File: src/rtl/pat_pkg.sv
package pat_pkg;

    typedef enum logic [1:0] {
        EV_RAISE = 2'd0,
        EV_DROP  = 2'd1,
        EV_PULSE = 2'd2,
        EV_RSVD  = 2'd3
    } ev_kind_e;

    typedef enum logic [1:0] {
        RC_OK        = 2'd0,
        RC_OVERFLOW  = 2'd1,
        RC_UNDERFLOW = 2'd2,
        RC_BADARG    = 2'd3
    } rsp_code_e;

endpackage

File: src/rtl/pat_level_cell.sv
module pat_level_cell #(
    parameter int CNT_W = 8
) (
    input  logic       clk,
    input  logic       rst_n,
    input  logic       sel_i,
    input  logic [1:0] kind_i,
    output logic       asserted_o,
    output logic       ovf_o,
    output logic       unf_o,
    output logic       rise_o
);
    import pat_pkg::*;

    typedef struct packed {
        logic [CNT_W-1:0] count;
    } cell_state_t;

    cell_state_t state_d, state_q;
    ev_kind_e    kind;
    logic        at_max;
    logic        at_zero;
    logic        ups;

    always_comb begin
        kind    = ev_kind_e'(kind_i);
        at_max  = &state_q.count;
        at_zero = (state_q.count == '0);
        ups     = (kind == EV_RAISE) || (kind == EV_PULSE);
        state_d = state_q;

        ovf_o  = sel_i && ups && at_max;
        unf_o  = sel_i && (kind == EV_DROP) && at_zero;
        rise_o = sel_i && ups && at_zero && !at_max;

        if (sel_i) begin
            unique case (kind)
                EV_RAISE: if (!at_max)  state_d.count = state_q.count + 1'b1;
                EV_DROP:  if (!at_zero) state_d.count = state_q.count - 1'b1;
                default:  state_d.count = state_q.count;
            endcase
        end
    end

    always_ff @(posedge clk) begin
        if (!rst_n) state_q <= '0;
        else        state_q <= state_d;
    end

    assign asserted_o = (state_q.count != '0);

endmodule

File: config.mk
export PLATFORM = sky130hd
export DESIGN_NAME = pat_level_cell
export DESIGN_NICKNAME = d
export VERILOG_FILES = /design/src/rtl/pat_pkg.sv /design/src/rtl/pat_level_cell.sv
export SDC_FILE = /design/constraint.sdc
export NUM_CORES = 1
export LEC_CHECK = 0
export ABC_CLOCK_PERIOD_IN_PS = 4000
export BUFFER_PORTS_ARGS = -buffer_cell sky130_fd_sc_hd__buf_2
export CAP_MARGIN = 20
export CORE_AREA = 2 2 39 41
export CTS_CLUSTER_DIAMETER = 150
export DETAILED_ROUTE_END_ITERATION = 6
export DIE_AREA = 0 0 41 43
export PLACE_DENSITY = 0.68
export SYNTH_ARGS = -nofsm -noshare
export SYNTH_HDL_FRONTEND = slang
export SYNTH_SLANG_ARGS = --single-unit
File: constraint.sdc
create_clock -name clk -period 4 [get_ports clk]
set_input_delay 0.4 -clock clk [delete_from_list [all_inputs] [get_ports clk]]
set_output_delay 0.4 -clock clk [all_outputs]
set_load 0.01 [all_outputs]
; ---- Yosys cells after proc, flatten, opt, wreduce, memory -nomap -nowiden
; Index checks and enable logic that the tools add are counted.
[word_totals]
register_bits = 8
inputBits = 5
[classes]
eq_ne = 4
n_addsub = 2
reduce_logical = 14
mux = 3
[op_table]
columns = operator, count
row1 = two-way mux 8 bit, 2
row2 = case mux 8 bit (2 select lines), 1
row3 = "adder 8 x 1 -> 8 bit, second input constant", 1
row4 = zero test 8 bit, 1
row5 = AND reduction 8 bit, 1
row6 = nonzero test 8 bit, 1
row7 = "subtractor 8 x 1 -> 8 bit, second input constant", 1
row8 = logical AND 1 bit, 6
row9 = "inequality test 2 bit, second input constant", 2
row10 = AND reduction 4 bit, 1
row11 = "== test 2 x 1 -> 1 bit, second input constant", 1
row12 = "== test 2 bit, second input constant", 1
row13 = zero test 2 bit, 1
row14 = nonzero test 2 bit, 1
row15 = zero test 1 bit, 1
row16 = logical OR 1 bit, 1

; ---- Longest topological paths before layout
[depth]
depth_word = 5
mapped_depth = 8

; ---- Least setup slack after synthesis
; Ideal clock, no wire load.
[synth_path]
kind = input to register
startpoint = in kind_i[1]
endpoint = reg state_q[6] (netlist bit)
slack_ps = 2049
setup_ps = 72
arrival_ps = 1880
stages = 8
path_cell_list = nand2b_1 clkbuf_1 xnor2_1 ha_1 nor4b_1 nand3_1 a22oi_1 mux2i_1
[synth_via]
elab_chain_len = 3
[synth_lines]
columns = element, line_no
row1 = from (decl), pat_level_cell.sv:7  ; input logic [1:0] kind_i,
row2 = == test 2 x 1 -> 1 bit or zero test 2 bit (tied branches), pat_level_cell.sv:37  ; unique case (kind)
row3 = inequality test 2 bit (no line) or nonzero test 2 bit (tied branches), --
row4 = AND reduction 4 bit (no line), --
row5 = to (signal assigned), pat_level_cell.sv:47  ; else state_q <= state_d;
row6 = to (decl), pat_level_cell.sv:19  ; cell_state_t state_d, state_q;
; Several ways; a longest one is shown, not always the timed one.
; A chain may end at the register's enable or synchronous reset.

; ---- Final worst setup path
[layout_path]
startpoint = reg state_q[4] (netlist bit)
endpoint = out unf_o
[layout_via]
elab_chain_len = 2
[layout_lines]
columns = element, line_no
row1 = zero test 8 bit, pat_level_cell.sv:28  ; at_zero = (state_q.count == '0);
row2 = logical AND 1 bit, pat_level_cell.sv:33  ; unf_o = sel_i && (kind == EV_DROP) && at_zero;
row3 = to (decl), pat_level_cell.sv:10  ; output logic unf_o,
; Every way passes these cells.

==> results_dict.tcl <==
set metrics [dict create \
    drc 0 \
    die_w_um 41 \
    fp-row-count 14 \
    wirelength_mm 1.26 \
    crit_type "flip-flop to output pin" \
    slew_violations 0 \
    synth_cell_types 31 \
    cts_tree "built" \
    synthArstFlopShare_pct 0 \
    clockBufferDepth 2 \
    ys_top_cells_by_area "dfxtp_1, mux2i_1, nand2b_1" \
    grt_usage_pct 16.4 \
    first_global_vias 469 \
    fin_tns_setup_ns 0 \
    grt_overflow_total 0 \
    ys_top_cells_by_count "dfxtp_1, nand2_1, nand2b_1, mux2i_1" \
    power.density_nw_per_um2 273 \
    drt_iter0_markers 12 \
    run_status "finished clean" \
    grt_max_degree 14 \
    ctsHoldBuffers 0 \
    clk_pin_slew_ns 0.05 \
    ios 9 \
    numCtsBuffers 3 \
    synth_top_family_by_area "simple AND/OR/NAND/NOR gates" \
    yosys.area_share.simple_pct 42.1 \
    max_cap_viol_count 0 \
    r2r-start "state_q[1]" \
    coreArea_um2 1380 \
    h-tree-depth 1 \
    finalSetupViolations 0 \
    fmax_ghz 0.472 \
    cp_data_required_time_ns 3.60 \
    synth-compound-area-share_pct 17.1 \
    reg_top3 "state_q: 8 flops" \
    synth_largest_area_cell "dfxtp_1" \
    holdWs_ns 0.493 \
    clock_latency_ns 0.25 \
    yosysWarnings 0 \
    die-area_um2 1760 \
    skew_ns 0.00172 \
    crit_chain "nor4_1 -> nand2_1 -> nor2_1 -> buf_2" \
    antennaDiodeCount 0 \
    drive_gt1_share_pct 19.8 \
    synth_edf_count 0 \
    portBuffers 8 \
    clock-sinks 8 \
    cts_setup_buffers 0 \
    start_util_pct 45.5 \
    fin_nets 94 \
    cp_slowest_cell "nor4_1" \
    dpl.hpwl_um 922 \
    vias_per_cell 5.72 \
    p_leak_uw 0.000258 \
    arrival_ns 1.72 \
    hold_start "state_q[6]" \
    synth_cells 78 \
    antenna_left 0 \
    antenna_found_initial 0 \
    grt_pass1_wl_mm 2.01 \
    place_congestion 0.786 \
    routed-via-count 583 \
    area.growth.synth_to_final_pct 11.3 \
    first_pass_iters 4 \
    synth_seq_cells 8 \
    yosys.area_share.adder_pct 1.99 \
    avgSynthCellArea_um2 8.07 \
    critPathLaunch "state_q[4]" \
    ys.flop_type "dfxtp_1" \
    dieHeight_um 43 \
    cts_root_buf "clkbuf_4" \
    cp-start-kind "flip-flop" \
    slowest_delay_ns 0.66 \
    largest_reg_flops 8 \
    cts_resized 0 \
    rsz0062_at_grt "no" \
    vdd.ir_drop.worst_mv 0.153 \
    synth_xor_area_share_pct 1.39 \
    yosysTopAreaCellShare_pct 25.4 \
    finalCriticalPeriod_ns 2.12 \
    synthMuxAreaShare_pct 9.54 \
    top_register "state_q" \
    synth_area_um2 629 \
    ys_seq_area_share_pct 25.4 \
    final-hold-violation-count 0 \
    path_max_fanout 8 \
    tightest_slew_ns 0.708 \
    max_slew_margin_pct 52.4 \
    syn_nets 84 \
    period_share_pct 53.0 \
    drt-wirelength-per-cell_um 12.4 \
    end_kind "output pin" \
    hold_class "flip-flop to flip-flop" \
]
-- per-stage QoR --
| stage | setup WS, ns | std cells | power [uW] | area [um^2] | util, % |
|---|---|---|---|---|---|
| after floorplan | 2.05 | 78 | 121 | 629 | - |
| after global placement | 1.72 | 99 | 133 | 678 | 49.0 |
| after detailed placement | 1.69 | 99 | 133 | 678 | 49.0 |
| after CTS | 1.89 | 102 | 196 | 701 | 50.6 |
| after global routing | 1.72 | 102 | 206 | 701 | 50.6 |
| final | 1.88 | 102 | 191 | 701 | 50.6 |
-- path summary, 6_finish.rpt --
check | endpoint | slack [ns] | cells after the start
worst max-delay path | unf_o | 1.88 | 4
worst max register to register | state_q[6] | 2.07 | 6
worst min register to register | state_q[6] | 0.49 | 2
worst min-delay path | state_q[6] | 0.49 | 2
-- cell usage in the layout, fill, tap and decap left out --
cell      netlist  routed
and2_1          3       3
nand3_1         3       3
inv_1           1       1
nor4_1          2       2
ha_1            1       1
or4b_1          1       1
a22oi_2         1       1
nand3b_1        2       2
a211o_2         1       1
nor2_1          5       5
clkbuf_4        0       3
buf_2           0       8
a32oi_1         1       1
a211oi_1        1       1
o21ai_0         1       1
nor3_1          2       2
and4_1          1       1
nor4b_4         1       1
and4_2          1       1
xnor2_1         1       1
nand2b_1        8       8
a21oi_1         5       5
a21o_2          1       1
nand4_1         3       3
dfxtp_1         8       8
or2b_1          1       1
nand2_1         8       8
nor4b_1         1       1
a21boi_0        1       1
mux2i_1         6       6
a22oi_1         3       3
and2_2          1       1
-- routing by layer --
metal | global-route usage [%] | vias to the layer above | routed length, um
met2 | 23.4 | 13 | 552
li1 | - | 307 | -
met3 | 1.57 | 2 | 42
met1 | 22.9 | 261 | 657
met5 | 0 | - | 0
met4 | 10.0 | 0 | 9
-- final cells by class --
cell class | count | area, um^2
Inverter | 1 | 3.75
Multi-Input combinational cell | 66 | 454
Timing Repair Buffer | 8 | 40.0
Fill cell | 138 | 683
Clock buffer | 3 | 22.5
Sequential cell | 8 | 160
Tap cell | 16 | 20.0
-- cells by family after synthesis --
group	after synthesis
flops	8
buf+inv	4
compound gates	15
mux	6
simple gates	43
fa+ha+maj	1
xor+xnor	1
-- worst max-delay path, delay by kind of cell, from the launching register on --
kind                   cells  cell delay [ns]
DFF                        1             0.37
and+or+nand+nor            3             0.97
buffers and inverters      1             0.13
-- power breakdown --
| part | switching [uW] | total [uW] | internal (uW) |
|---|---|---|---|
| sequential | 6.76 | 90.1 | 83.4 |
| combinational | 23.3 | 42.1 | 18.9 |
| clock | 25.0 | 59.2 | 34.2 |
| total | 55.0 | 191 | 136 |
No activity file was read; power rests on OpenSTA's default activity.
